`src/rtl/ssp_pkg.sv`:
```
package ssp_pkg;

    typedef enum logic [1:0] {
        ST_IDLE  = 2'd0,
        ST_SHIFT = 2'd1,
        ST_TAIL  = 2'd2
    } ssp_state_e;

    // Latched per-transfer configuration.
    typedef struct packed {
        logic rx_mode;
        logic two_low;
    } ssp_xfer_s;

    // Low-phase length, which is also the data hold after a rising edge.
    function automatic logic [1:0] edge_gap(input logic two_low);
        return two_low ? 2'd2 : 2'd1;
    endfunction

endpackage

```
`src/rtl/ssp_clkgen.sv`:
```
module ssp_clkgen
    import ssp_pkg::*;
#(
    parameter int CMP_W  = 8,
    parameter int DATA_W = 8
) (
    input  logic             clk,
    input  logic             rst,
    input  logic             load,
    input  logic             run,
    input  logic             two_low,
    input  logic [CMP_W-1:0] n_q,
    output logic             sclk,
    output logic             rise_tick,
    output logic             last_rise
);
    localparam int BIT_W = (DATA_W > 1) ? $clog2(DATA_W) : 1;
    localparam logic [BIT_W-1:0] LAST_BIT = BIT_W'(DATA_W - 1);

    logic [CMP_W-1:0] cnt_q;
    logic [BIT_W-1:0] bit_q;
    logic [CMP_W-1:0] low_len;
    logic             wrap;

    assign low_len = CMP_W'(edge_gap(two_low));
    assign wrap    = (cnt_q == n_q);

    always_ff @(posedge clk) begin
        if (rst) begin
            cnt_q <= '0;
            bit_q <= '0;
        end else if (load) begin
            cnt_q <= '0;
            bit_q <= '0;
        end else if (run) begin
            if (wrap) begin
                cnt_q <= '0;
                bit_q <= bit_q + 1'b1;
            end else begin
                cnt_q <= cnt_q + 1'b1;
            end
        end
    end

    // Each bit slot opens with its low phase; the clock rests high otherwise.
    assign sclk      = !run || (cnt_q >= low_len);
    assign rise_tick = run && (cnt_q == low_len - 1'b1);
    assign last_rise = rise_tick && (bit_q == LAST_BIT);

    p_low_two_r2: assert property (@(posedge clk) disable iff (rst)
        ($fell(sclk) && two_low) |=> (!sclk ##1 sclk));

    p_low_one_r3: assert property (@(posedge clk) disable iff (rst)
        ($fell(sclk) && !two_low) |=> sclk);

    p_cnt_bound_r1: assert property (@(posedge clk) disable iff (rst)
        run |-> (cnt_q <= n_q));

endmodule

```
`src/rtl/ssp_shifter.sv`:
```
module ssp_shifter
    import ssp_pkg::*;
#(
    parameter int DATA_W = 8
) (
    input  logic              clk,
    input  logic              rst,
    input  logic              load,
    input  logic              cfg_rx,
    input  logic [DATA_W-1:0] tx_byte,
    input  logic              rise_tick,
    input  logic              last_rise,
    input  logic              finish,
    input  logic              two_low,
    input  logic              sd_i,
    output logic              sd_o,
    output logic              sd_oe,
    output logic [DATA_W-1:0] rx_byte
);
    logic [DATA_W-1:0] txsh_q;
    logic [DATA_W-1:0] rxsh_q;
    logic [DATA_W-1:0] rx_q;
    logic              rx_mode_q;
    logic [1:0]        hold_q;
    logic              out_q;
    logic              oe_q;

    always_ff @(posedge clk) begin
        if (rst) begin
            txsh_q    <= '0;
            rxsh_q    <= '0;
            rx_q      <= '0;
            rx_mode_q <= 1'b0;
            hold_q    <= '0;
            out_q     <= 1'b0;
            oe_q      <= 1'b0;
        end else begin
            if (load) begin
                rx_mode_q <= cfg_rx;
                out_q     <= tx_byte[0];
                txsh_q    <= tx_byte >> 1;
                oe_q      <= !cfg_rx;
                hold_q    <= '0;
            end else begin
                // Hold timer: armed at a rise, advances the bit when it expires.
                if (rise_tick && !last_rise)
                    hold_q <= edge_gap(two_low);
                else if (hold_q != 2'd0)
                    hold_q <= hold_q - 2'd1;
                if (hold_q == 2'd1) begin
                    out_q  <= txsh_q[0];
                    txsh_q <= txsh_q >> 1;
                end
                if (finish)
                    oe_q <= 1'b0;
            end
            if (rise_tick && rx_mode_q)
                rxsh_q <= {sd_i, rxsh_q[DATA_W-1:1]};
            if (finish && rx_mode_q)
                rx_q <= rxsh_q;
        end
    end

    assign sd_o    = out_q;
    assign sd_oe   = oe_q;
    assign rx_byte = rx_q;

    p_oe_release_r6: assert property (@(posedge clk) disable iff (rst)
        finish |=> !sd_oe);

    p_rx_keep_r7: assert property (@(posedge clk) disable iff (rst)
        (finish && !rx_mode_q) |=> $stable(rx_byte));

endmodule

```
`src/rtl/ssp_sync_serial.sv`:
```
module ssp_sync_serial
    import ssp_pkg::*;
#(
    parameter int CMP_W  = 8,
    parameter int DATA_W = 8
) (
    input  logic              clk,
    input  logic              rst,
    input  logic [CMP_W-1:0]  cfg_cmp,
    input  logic              cfg_rx,
    input  logic              tx_wr,
    input  logic [DATA_W-1:0] tx_wdata,
    input  logic              start,
    output logic [DATA_W-1:0] rx_rdata,
    output logic              done,
    output logic              busy,
    output logic              sclk,
    output logic              sd_o,
    output logic              sd_oe,
    input  logic              sd_i
);
    ssp_state_e        state_q;
    logic [CMP_W-1:0]  n_q;
    logic [CMP_W-1:0]  n_eff;
    ssp_xfer_s         xf_q;
    logic [DATA_W-1:0] txbuf_q;
    logic              done_q;
    logic              go;
    logic              run;
    logic              finish;
    logic              rise_tick;
    logic              last_rise;

    // A zero compare value is promoted to one.
    assign n_eff  = (cfg_cmp == '0) ? CMP_W'(1) : cfg_cmp;
    assign go     = start && (state_q == ST_IDLE);
    assign run    = (state_q == ST_SHIFT);
    assign finish = (state_q == ST_TAIL);

    always_ff @(posedge clk) begin
        if (rst) begin
            state_q <= ST_IDLE;
            n_q     <= CMP_W'(1);
            xf_q    <= '0;
            txbuf_q <= '0;
            done_q  <= 1'b0;
        end else begin
            done_q <= finish;
            if (tx_wr)
                txbuf_q <= tx_wdata;
            case (state_q)
                ST_IDLE: if (go) begin
                    state_q      <= ST_SHIFT;
                    n_q          <= n_eff;
                    xf_q.rx_mode <= cfg_rx;
                    xf_q.two_low <= (n_eff != CMP_W'(1));
                end
                ST_SHIFT: if (last_rise) state_q <= ST_TAIL;
                ST_TAIL:  state_q <= ST_IDLE;
                default:  state_q <= ST_IDLE;
            endcase
        end
    end

    ssp_clkgen #(.CMP_W(CMP_W), .DATA_W(DATA_W)) u_clk (
        .clk       (clk),
        .rst       (rst),
        .load      (go),
        .run       (run),
        .two_low   (xf_q.two_low),
        .n_q       (n_q),
        .sclk      (sclk),
        .rise_tick (rise_tick),
        .last_rise (last_rise)
    );

    ssp_shifter #(.DATA_W(DATA_W)) u_shf (
        .clk       (clk),
        .rst       (rst),
        .load      (go),
        .cfg_rx    (cfg_rx),
        .tx_byte   (txbuf_q),
        .rise_tick (rise_tick),
        .last_rise (last_rise),
        .finish    (finish),
        .two_low   (xf_q.two_low),
        .sd_i      (sd_i),
        .sd_o      (sd_o),
        .sd_oe     (sd_oe),
        .rx_byte   (rx_rdata)
    );

    assign busy = (state_q != ST_IDLE);
    assign done = done_q;

    p_hold_rise_r5: assert property (@(posedge clk) disable iff (rst)
        ($rose(sclk) && sd_oe) |-> $stable(sd_o));

    p_done_pulse_r8: assert property (@(posedge clk) disable iff (rst)
        done |=> !done);

    p_start_ignored_r9: assert property (@(posedge clk) disable iff (rst)
        (busy && start) |=> $stable(n_q));

    p_idle_quiet_r6: assert property (@(posedge clk) disable iff (rst)
        $fell(busy) |-> (!sd_oe && sclk));

endmodule

```
`config.mk`:
```
export PLATFORM = sky130hd
export DESIGN_NAME = ssp_sync_serial
export DESIGN_NICKNAME = d
export VERILOG_FILES = /design/src/rtl/ssp_pkg.sv /design/src/rtl/ssp_clkgen.sv /design/src/rtl/ssp_shifter.sv /design/src/rtl/ssp_sync_serial.sv
export SDC_FILE = /design/constraint.sdc
export NUM_CORES = 1
export LEC_CHECK = 0
export BUFFER_PORTS_ARGS = -buffer_cell sky130_fd_sc_hd__clkbuf_2
export CAP_MARGIN = 40
export CORE_ASPECT_RATIO = 0.8
export CORE_MARGIN = 2
export CORE_UTILIZATION = 56
export CTS_BUF_LIST = sky130_fd_sc_hd__clkbuf_4 sky130_fd_sc_hd__clkbuf_8 sky130_fd_sc_hd__clkbuf_16
export DETAILED_ROUTE_END_ITERATION = 12
export PLACE_DENSITY = 0.78
export SYNTH_ARGS = -nofsm -noshare
export SYNTH_HDL_FRONTEND = slang
export SYNTH_SLANG_ARGS = --single-unit
export TNS_END_PERCENT = 30
```
`constraint.sdc`:
```
create_clock -name clk -period 2.4 [get_ports clk]
set_input_delay 0.24 -clock clk [delete_from_list [all_inputs] [get_ports clk]]
set_output_delay 0.24 -clock clk [all_outputs]
set_load 0.05 [all_outputs]
```
# Word level (Yosys, flattened, before mapping)
# Index checks and enable logic that the tools add are counted.
# totals
elab_cells	63
rom_bits	0
latch_bits	0
mem_bits_rw	0
out_inout_bits	13
n_memories	0
reg_bits	59
input_bits	22
# classes
div	0
shifts	0
mul	0
n_mux	14
eq_ne	9
n_lt_le_gt_ge	1
n_reduce_logical	21
bitwise	0
add_sub_neg	4
# op_table
cell	count
8-bit equality test	2
8-bit two-way mux	2
7-bit two-way mux	2
2-bit two-way mux	5
2-bit nonzero test	5
8-bit by 1-bit adder with 8-bit output (second input constant)	1
8-bit by 2-bit greater-or-equal comparator with 1-bit output	1
8-bit logical NOT	1
8-bit by 1-bit inequality test with 1-bit output (second input constant)	1
1-bit logical AND	6
2-bit AND reduction	3
2-bit by 1-bit equality test with 1-bit output (second input constant)	2
1-bit two-way mux	4
2-bit case mux with 2 select lines	1
3-bit by 1-bit adder with 3-bit output (second input constant)	1
3-bit equality test (second input constant)	1
1-bit logical NOT	3
2-bit by 1-bit subtractor with 3-bit output (second input constant)	1
2-bit equality test (second input constant)	1
2-bit logical NOT	1
2-bit by 1-bit inequality test with 1-bit output (second input constant)	1
2-bit inequality test (second input constant)	1
2-bit OR reduction	1
2-bit by 1-bit subtractor with 2-bit output (second input constant)	1
1-bit logical OR	1

# Longest topological paths before layout
# Gate-level depths: netlist of run 1.
# depth
depth_word	8
ltp_mapped	6
ltp_nobuf	6

# Modules after synthesis
# A second synthesis of run 1 with hierarchy kept.
# unflattened
cells_unflattened	286
area_unflattened_um2	2673.8
# by_module_without_submodules
mod	cells_each	seq_area_each_um2	n_inst	area_per_inst_um2
ssp_shifter	131	560.5	1	1183.6
ssp_sync_serial	79	400.4	1	803.3
ssp_clkgen	76	220.2	1	686.9

# Worst setup path after synthesis of run 1
# OpenSTA, ideal clock, no wires.
# synth_path
path_kind	register to output
start	reg u_clk.cnt_q[0]
end	out sclk
required_ns	2.160
path_buffers	0
path_stages_with_launch	6
arrival_ns	1.528
slack_ns	0.632
path_cell_list	dfxtp_1 > inv_1 > ha_1 > nand2b_1 > a21oi_1 > nand3_1
# synth_between
elab_chain_len	2
# synth_lines
item	line_no	text
from (decl)	ssp_clkgen.sv:20	logic [CMP_W-1:0] cnt_q;
from (signal assigned)	ssp_clkgen.sv:40	cnt_q <= cnt_q + 1'b1;
8-bit by 2-bit greater-or-equal comparator with 1-bit output	ssp_clkgen.sv:46	assign sclk = !run || (cnt_q >= low_len);
1-bit logical OR	ssp_clkgen.sv:46	
to (decl)	ssp_sync_serial.sv:17	output logic sclk,
# Every way passes these cells.

# Worst setup path in the final report of run 1
# Ends and elaborated chain as after synthesis.

==> impl_metrics.env, run 1 <==
export IMPL_first_iter_violations=105
export IMPL_htree_levels=3
export IMPL_firstDrtPassIters=5
export IMPL_slew_headroom_pct=65.2
export IMPL_fp_row_count=22
export IMPL_dp_cells=350
export IMPL_dp_hpwl_mm=3.31
export IMPL_min_period_ns=2.17
export IMPL_antennaDiodeCount=0
export IMPL_ys_types=42
export IMPL_cts_resized=0
export IMPL_setup_viol_count_final=0
export IMPL_fin_setup_tns_ns=0
export IMPL_dieArea_um2=5150
export IMPL_status="finished clean"
export IMPL_r2r_start="u_clk.cnt_q[0]"
export IMPL_power_mw=2.10
export IMPL_stdcell_count=366
export IMPL_worstSkewPairLatency_ns=0.33
export IMPL_synthCells=267
export IMPL_power_frac_clock_pct=38.1
export IMPL_grt_pass1_vias=1792
export IMPL_cts_hold_buf=0
export IMPL_ir_drop_uv=580
export IMPL_path_clk_slew_ns=0.07
export IMPL_synth_edff_count=0
export IMPL_numCtsBuffers=9
export IMPL_hp_start="cfg_cmp[0]"
export IMPL_gr_total_overflow=0
export IMPL_antenna_found_initial=0
export IMPL_p_comb_share_pct=12.0
export IMPL_final_nets=330
export IMPL_area_growth_pct=14.8
export IMPL_cts_sinks=59
export IMPL_worst_slew_pin_slew_ns=0.520
export IMPL_rsz0062_at_grt="no"
export IMPL_post_cts_setup_buffers=0
export IMPL_pre_cts_slack_ns=0.548
export IMPL_drv_cap=0
export IMPL_coreArea_um2=4510
export IMPL_synth_area_um2=2570
export IMPL_power_density_nw_per_um2=712
export IMPL_worstPathRequired_ns=2.16
export IMPL_gp_congestion=0.889
export IMPL_ys_seq_area_share_pct=46.0
export IMPL_final_setup_worst_slack_ns=0.228
export IMPL_finalClockSkew_ns=0.0117
export IMPL_clk_path_buf_depth=2
export IMPL_crit_arrival_ns=1.93
export IMPL_die_x_um=79.7
export IMPL_synth_area_top_cells="dfxtp_1 46%, mux2i_1 13%, nor2_1 6.9%"
export IMPL_crit_fanout=7
export IMPL_start_kind="flip-flop"
export IMPL_crit_start="u_clk.cnt_q[0]"
export IMPL_ys_flop_type="dfxtp_1"
export IMPL_syn_area_per_cell_um2=9.63
export IMPL_routedWlPerCell_um=13.0
export IMPL_postPlaceCellArea_um2=2770
export IMPL_min_path_type="primary input to flip-flop"
export IMPL_root_buffer="clkbuf_8"
export IMPL_end_kind="output pin"
export IMPL_fmax_mhz=460
export IMPL_swShare_pct=26.2
export IMPL_p_seq_share_pct=49.9
export IMPL_hold_viol_final=0
export IMPL_syn_nets=296
export IMPL_io_buffers=34
export IMPL_drive_gt1_share_pct=21.2
export IMPL_drc=0
export IMPL_ys_ff_latch=59
export IMPL_leakage_nw=1.34
export IMPL_grt_pass1_wl_mm=7.99
export IMPL_route_vias_total=1917
export IMPL_viasPerCell=5.24
export IMPL_io_pins=35
export IMPL_start_util_pct=56.9
export IMPL_slew_viol_final=0
export IMPL_internal_power_mw=1.55
export IMPL_final_area_um2=2950
export IMPL_yosys_area_top_type="dfxtp_1"
export IMPL_die_y_um=64.6
export IMPL_grt_max_degree=26
export IMPL_synthArstFlopShare_pct=0
export IMPL_synth_top_area_share_pct=46.0
export IMPL_yosys_warnings=0
export IMPL_switching_power_mw=0.550
export IMPL_drt_wl_total_mm=4.75
export IMPL_fin_crit_sh_pct=90.5
export IMPL_criticalPathCategory="flip-flop to output pin"
export IMPL_grt_usage_pct=20.4
export IMPL_cts_tree="yes"
export IMPL_ant_nets=0
==> kinds of logic after synthesis <==
| family | synth area share [%] |
|---|---|
| compound gates | 7.16 |
| buf+inv | 3.65 |
| mux | 13.2 |
| xor+xnor | 6.18 |
| flops | 46.0 |
| fa+ha+maj | 3.41 |
| simple gates | 20.4 |
==> worst max-delay path, cell delays in order (launching register included) <==
cell and delay, ns:
dfxtp_1 0.54, inv_1 0.08, ha_1 0.31, nand2b_1 0.15
a21oi_1 0.16, nand3_1 0.10, clkbuf_2 0.27
==> power by group through the flow <==
stage	registers [mW]	clock network (mW)	logic, mW
3_3_place_gp	1.07	0	0.246
2_1_floorplan	1.07	0	0.188
5_1_grt	1.05	0.860	0.285
6_report	1.05	0.799	0.253
4_1_cts	1.05	0.822	0.255
3_5_place_dp	1.07	0	0.253
==> synth_stat cells, drive strengths merged (2+ instances only) <==
| cell type | number |
|---|---|
| ha | 7 |
| xnor2 | 10 |
| o21ai | 2 |
| nor4 | 3 |
| nand2 | 23 |
| nor2 | 47 |
| and3 | 2 |
| a211oi | 7 |
| nor3b | 3 |
| xor2 | 6 |
| inv | 5 |
| nand4 | 8 |
| a21oi | 13 |
| dfxtp | 59 |
| and4 | 2 |
| buf | 6 |
| clkbuf | 9 |
| mux2i | 34 |
| o31ai | 3 |
| nand3 | 3 |
==> layout make-up <==
type                    count  area (um2)
multi-input cells         188        1290
fillers                   370        1570
repair buffers             38         200
clock buffers              12         153
flip-flops and latches     59        1180
clock inverters             4        26.3
well taps                  60        75.1
inverters                   5        18.8
==> metal layers <==
layer / GRT usage, % / up-vias / wire, um
met5: 0 / - / 0
met4: 7.63 / 0 / 33
met2: 32.0 / 36 / 2210
met3: 6.69 / 4 / 271
met1: 26.3 / 889 / 2230
li1: - / 988 / -
==> registers in the layout, indices dropped and copies added (netlist names) <==
signal	flops
n_q	8
txbuf_q	8
u_clk.cnt_q	8
u_shf.rx_byte	8
u_shf.rxsh_q	8
u_shf.txsh_q	7
u_clk.bit_q	3
state_q	2
u_shf.hold_q	2
done	1
u_shf.rx_mode_q	1
u_shf.sd_o	1
u_shf.sd_oe	1
xf_q	1
==> placed cells by master, fill, tap and decap left out, types with 2 or more instances in the layout <==
master,instances
mux2i_1,34
nand4_1,7
o21ai_0,2
clkbuf_8,10
inv_1,5
xor2_1,6
and3_1,2
nor3b_1,3
clkbuf_2,34
xnor2_1,9
nor2_1,47
and4_1,2
clkinv_2,2
o31ai_1,3
nand3_1,3
ha_1,7
clkbuf_4,2
nor4_1,2
a21oi_1,12
nand2_1,22
dfxtp_1,59
a211oi_1,7
buf_4,4
==> path summary, 6_finish.rpt <==
check,cells after the start,slack (ns),endpoint
max,6,0.23,sclk
min reg2reg,2,0.48,n_q[6]
max reg2reg,6,0.51,u_shf.rxsh_q[7]
min,3,0.13,n_q[0]
==> stage by stage <==
| stage | util [%] | hold WS (ns) |
|---|---|---|
| finish | 65.3 | 0.135 |
| global route | 65.3 | 0.141 |
| CTS | 65.3 | 0.116 |
| detailed placement | 61.4 | 0.465 |
| global placement | 61.4 | 0.461 |
| floorplan | - | 0.363 |
No activity file was read; power rests on OpenSTA's default activity.
==> run 2, diff against run 1 <==
Settings changed: CORE_UTILIZATION 56 to 61, PLACE_DENSITY 0.78 to 0.84.
Clock period 2.4 ns to 2.79 ns, I/O delays scaled along.
==> impl_metrics.env, run 2 (synthesized netlist as in run 1, its figures left out) <==
export IMPL_routed_top_layer="met4"
export IMPL_path_delay_family="flip-flops"
export IMPL_critPathBufInv=2
export IMPL_drive_gt1_share_pct=20.5
export IMPL_drv_cap=0
export IMPL_route_vias_total=1920
export IMPL_mostFrequentLayoutCell="dfxtp_1"
export IMPL_clk_path_buf_depth=2
export IMPL_crit_arrival_ns=1.92
export IMPL_fp_row_count=21
export IMPL_crit_start="u_clk.cnt_q[0]"
export IMPL_path_cells="inv_1, ha_1, nand2b_1, a21oi_1, nand3_1, clkbuf_2"
export IMPL_r2r_end="u_shf.rxsh_q[7]"
export IMPL_min_period_ns=2.20
export IMPL_setup_viol_count_final=0
export IMPL_ir_drop_uv=521
export IMPL_end_kind="output pin"
export IMPL_wirelength_met1_mm=2.17
export IMPL_htree_levels=3
export IMPL_r2r_start="u_clk.cnt_q[0]"
export IMPL_start_util_pct=62.3
export IMPL_final_cell_mix="59 x dfxtp_1, 47 x nor2_1, 34 x mux2i_1, 34 x clkbuf_2, 22 x nand2_1"
export IMPL_final_nets=328
export IMPL_die_y_um=62.1
export IMPL_numCtsBuffers=9
export IMPL_finalClockSkew_ns=0.00657
export IMPL_grt_pass1_vias=1795
export IMPL_slowest_stage="dfxtp_1"
export IMPL_drt_wl_total_mm=4.93
export IMPL_cts_resized=0
export IMPL_cts_hold_buf=0
export IMPL_slowest_delay_ns=0.54
export IMPL_viasPerCell=5.33
export IMPL_grt_usage_pct=22.8
export IMPL_fin_crit_sh_pct=78.9
export IMPL_worstPathRequired_ns=2.51
export IMPL_gp_congestion=0.783
export IMPL_io_buffers=34
export IMPL_worstSkewPairLatency_ns=0.34
export IMPL_grt_max_degree=46
export IMPL_met2WireLength_mm=2.36
export IMPL_rrSetupSlack_ns=0.74
export IMPL_grt_pass1_wl_mm=8.09
export IMPL_crit_fanout=7
export IMPL_slew_headroom_pct=49.1
export IMPL_fmax_mhz=454
export IMPL_leakage_nw=1.36
export IMPL_met3WireLength_um=325
export IMPL_die_x_um=76.6
export IMPL_worst_slew_pin_slew_ns=0.762
export IMPL_ant_nets=0
export IMPL_firstDrtPassIters=4
export IMPL_status="finished clean"
export IMPL_start_kind="flip-flop"
export IMPL_criticalPathCategory="flip-flop to output pin"
export IMPL_dieArea_um2=4750
export IMPL_area_growth_pct=16.7
export IMPL_cp_endpoint="sclk"
export IMPL_fin_setup_tns_ns=0
export IMPL_post_cts_setup_buffers=0
export IMPL_coreArea_um2=4130
export IMPL_antennaDiodeCount=0
export IMPL_power_density_nw_per_um2=693
export IMPL_rsz0062_at_grt="no"
export IMPL_reg2regPathDepth=6
export IMPL_hold_viol_final=0
export IMPL_root_buffer="clkbuf_8"
export IMPL_io_pins=35
export IMPL_drc=0
export IMPL_path_clk_slew_ns=0.07
export IMPL_whs_ns=0.157
export IMPL_gr_total_overflow=0
export IMPL_antenna_found_initial=0
export IMPL_cts_tree="yes"
export IMPL_min_path_type="primary input to flip-flop"
export IMPL_nFillCells=305
export IMPL_dp_hpwl_mm=3.39
export IMPL_first_iter_violations=92
export IMPL_routedWlPerCell_um=13.7
export IMPL_cts_sinks=59
export IMPL_crit_cells=6
export IMPL_slew_viol_final=0
-- run 2: worst min-delay path by stage --
| stage | to | slack, ns | startpoint | depth (start not counted) |
|---|---|---|---|---|
| 6_report | n_q[0] | 0.16 | cfg_cmp[0] | 3 |
| 3_3_place_gp | n_q[5] | 0.46 | n_q[5] | 2 |
| 3_5_place_dp | n_q[5] | 0.46 | n_q[5] | 2 |
| 2_1_floorplan | n_q[0] | 0.40 | cfg_cmp[0] | 2 |
| 4_1_cts | n_q[0] | 0.15 | cfg_cmp[0] | 3 |
| 5_1_grt | n_q[0] | 0.17 | cfg_cmp[0] | 3 |
-- run 2: worst reg2reg max path, stage by stage, from the launching register on --
cell and delay [ns]:
dfxtp_1 0.54, inv_1 0.10, ha_1 0.31, nor2_1 0.18, nand4_2 0.35, mux2i_1 0.36
nor2_1 0.07
-- run 2: metrics by stage --
| step | power [mW] | util [%] | instances | setup WS [ns] | instance area, um2 |
|---|---|---|---|---|---|
| 6_report | 2.08 | 72.7 | 360 | 0.588 | 3000 |
| 5_1_grt | 2.17 | 72.7 | 360 | 0.466 | 3000 |
| 4_1_cts | 2.10 | 72.7 | 360 | 0.585 | 3000 |
| 3_5_place_dp | 1.14 | 66.7 | 345 | 0.883 | 2750 |
| 3_3_place_gp | 1.13 | 66.7 | 345 | 0.966 | 2750 |
| 2_1_floorplan | 1.08 | - | 267 | 0.983 | 2570 |
-- run 2: cell type report --
type	count	area, um2	area share (%)
well taps	57	71.3	2.38
multi-input cells	188	1290	43.2
inverters	5	18.8	0.626
clock buffers	11	151	5.05
clock inverters	4	97.6	3.25
repair buffers	36	185	6.17
flip-flops and latches	59	1180	39.4
-- run 2: metal layers --
metal	vias up	track usage, %
met1	879	26.6
met5	-	0
met4	0	10.1
met2	49	38.1
met3	9	9.54
li1	983	-
-- run 2: where the power goes --
part,total (mW),leakage (nW),internal [mW],switching (mW)
sequential,0.902,0.481,0.876,0.0261
combinational,0.217,0.754,0.0910,0.126
clock,0.962,0.122,0.637,0.325
==> run 3, diff against run 2 <==
Settings changed: CORE_UTILIZATION 61 to 56, PLACE_DENSITY 0.84 to 0.78.
Clock period 2.79 ns to 2.2 ns, I/O delays scaled along.
==> impl_metrics.env, run 3 (synthesized netlist as in run 1, its figures left out) <==
export IMPL_status="finished clean"
export IMPL_criticalPathCategory="flip-flop to output pin"
export IMPL_leakage_nw=1.35
export IMPL_slowest_stage="dfxtp_1"
export IMPL_min_period_ns=1.87
export IMPL_rsz0062_at_grt="no"
export IMPL_route_vias_total=1934
export IMPL_cts_tree="yes"
export IMPL_gp_congestion=0.840
export IMPL_end_kind="output pin"
export IMPL_antenna_found_initial=0
export IMPL_fin_crit_sh_pct=85.0
export IMPL_ir_drop_uv=504
export IMPL_routedWlPerCell_um=13.2
export IMPL_slew_viol_final=0
export IMPL_path_cells="inv_1, ha_1, nand2b_1, a21oi_1, nand3_1, clkbuf_2"
export IMPL_dieArea_um2=5150
export IMPL_root_buffer="clkbuf_8"
export IMPL_slew_headroom_pct=61.8
export IMPL_io_buffers=34
export IMPL_die_x_um=79.7
export IMPL_fmax_mhz=535
export IMPL_cts_hold_buf=0
export IMPL_gr_total_overflow=0
export IMPL_start_util_pct=56.9
export IMPL_setup_viol_count_final=0
export IMPL_path_delay_family="buffers and inverters"
export IMPL_post_cts_setup_buffers=0
export IMPL_worstSkewPairLatency_ns=0.34
export IMPL_grt_pass1_vias=1836
export IMPL_grt_max_degree=26
export IMPL_drv_cap=0
export IMPL_io_pins=35
export IMPL_critPathBufInv=2
export IMPL_mostFrequentLayoutCell="dfxtp_1"
export IMPL_min_path_type="primary input to flip-flop"
export IMPL_crit_fanout=4
export IMPL_cts_sinks=59
export IMPL_antennaDiodeCount=0
export IMPL_numCtsBuffers=9
export IMPL_coreArea_um2=4510
export IMPL_area_growth_pct=15.9
export IMPL_dp_hpwl_mm=3.52
export IMPL_finalClockSkew_ns=0.00660
export IMPL_grt_pass1_wl_mm=8.38
export IMPL_ant_nets=0
export IMPL_crit_arrival_ns=1.65
export IMPL_grt_usage_pct=21.7
export IMPL_fp_row_count=22
export IMPL_drive_gt1_share_pct=21.5
export IMPL_cts_resized=0
export IMPL_start_kind="flip-flop"
export IMPL_final_cell_mix="59 x dfxtp_1, 47 x nor2_1, 34 x mux2i_1, 34 x clkbuf_2, 22 x nand2_1"
export IMPL_firstDrtPassIters=4
export IMPL_worstPathRequired_ns=1.98
export IMPL_power_density_nw_per_um2=805
export IMPL_final_area_um2=2980
export IMPL_hold_viol_final=0
export IMPL_htree_levels=3
export IMPL_path_clk_slew_ns=0.07
export IMPL_slowest_delay_ns=0.33
export IMPL_drt_wl_total_mm=4.86
export IMPL_clk_path_buf_depth=2
export IMPL_postPlaceCellArea_um2=2780
export IMPL_die_y_um=64.6
export IMPL_worst_slew_pin_slew_ns=0.572
export IMPL_first_iter_violations=75
export IMPL_fin_setup_tns_ns=0
export IMPL_final_nets=331
export IMPL_viasPerCell=5.27
export IMPL_drc=0
[run 3: worst reg2reg max path, delay by kind of cell (launching register included)]
| kind | cells | cell delay [ns] |
|---|---|---|
| buf+inv | 1 | 0.08 |
| flops | 1 | 0.33 |
| mux | 1 | 0.28 |
| simple gates | 3 | 0.59 |
| fa+ha+maj | 1 | 0.29 |
[run 3: layout make-up]
type | instances | area, um2
Inverter | 5 | 18.8
Sequential cell | 59 | 1180
Clock buffer | 9 | 124
Clock inverter | 7 | 76.3
Timing Repair Buffer | 39 | 208
Multi-Input combinational cell | 188 | 1290
Tap cell | 60 | 75.1
Fill cell | 375 | 1540
[run 3: path summary, 6_finish.rpt]
| check | start | to | slack [ns] | depth (start not counted) |
|---|---|---|---|---|
| min | tx_wdata[2] | txbuf_q[2] | 0.11 | 3 |
| max | xf_q[0] | sclk | 0.33 | 6 |
| max reg2reg | xf_q[0] | u_shf.rxsh_q[3] | 0.51 | 6 |
| min reg2reg | n_q[7] | n_q[7] | 0.47 | 2 |
[run 3: per-layer routing]
metal	up-vias	track usage [%]	share of wire, %
met5	-	0	0
met4	0	6.78	0.86
met3	4	9.61	5.3
met2	43	32.2	46
met1	895	28.5	48
li1	992	-	-
[run 3: power breakdown]
group,switching (mW),leakage [nW],internal [mW]
clock network,0.448,0.0958,0.527
registers,0.0289,0.481,1.11
logic,0.164,0.768,0.120
[run 3: through the flow]
stage / util (%) / power, mW / hold slack [ns] / instances / setup slack (ns)
6_report: 66.0 / 2.40 / 0.113 / 367 / 0.331
5_1_grt: 66.0 / 2.51 / 0.119 / 367 / 0.177
4_1_cts: 66.0 / 2.42 / 0.0985 / 367 / 0.304
3_5_place_dp: 61.5 / 1.45 / 0.455 / 351 / 0.533
3_3_place_gp: 61.5 / 1.44 / 0.453 / 351 / 0.617
2_1_floorplan: - / 1.37 / 0.343 / 267 / 0.452
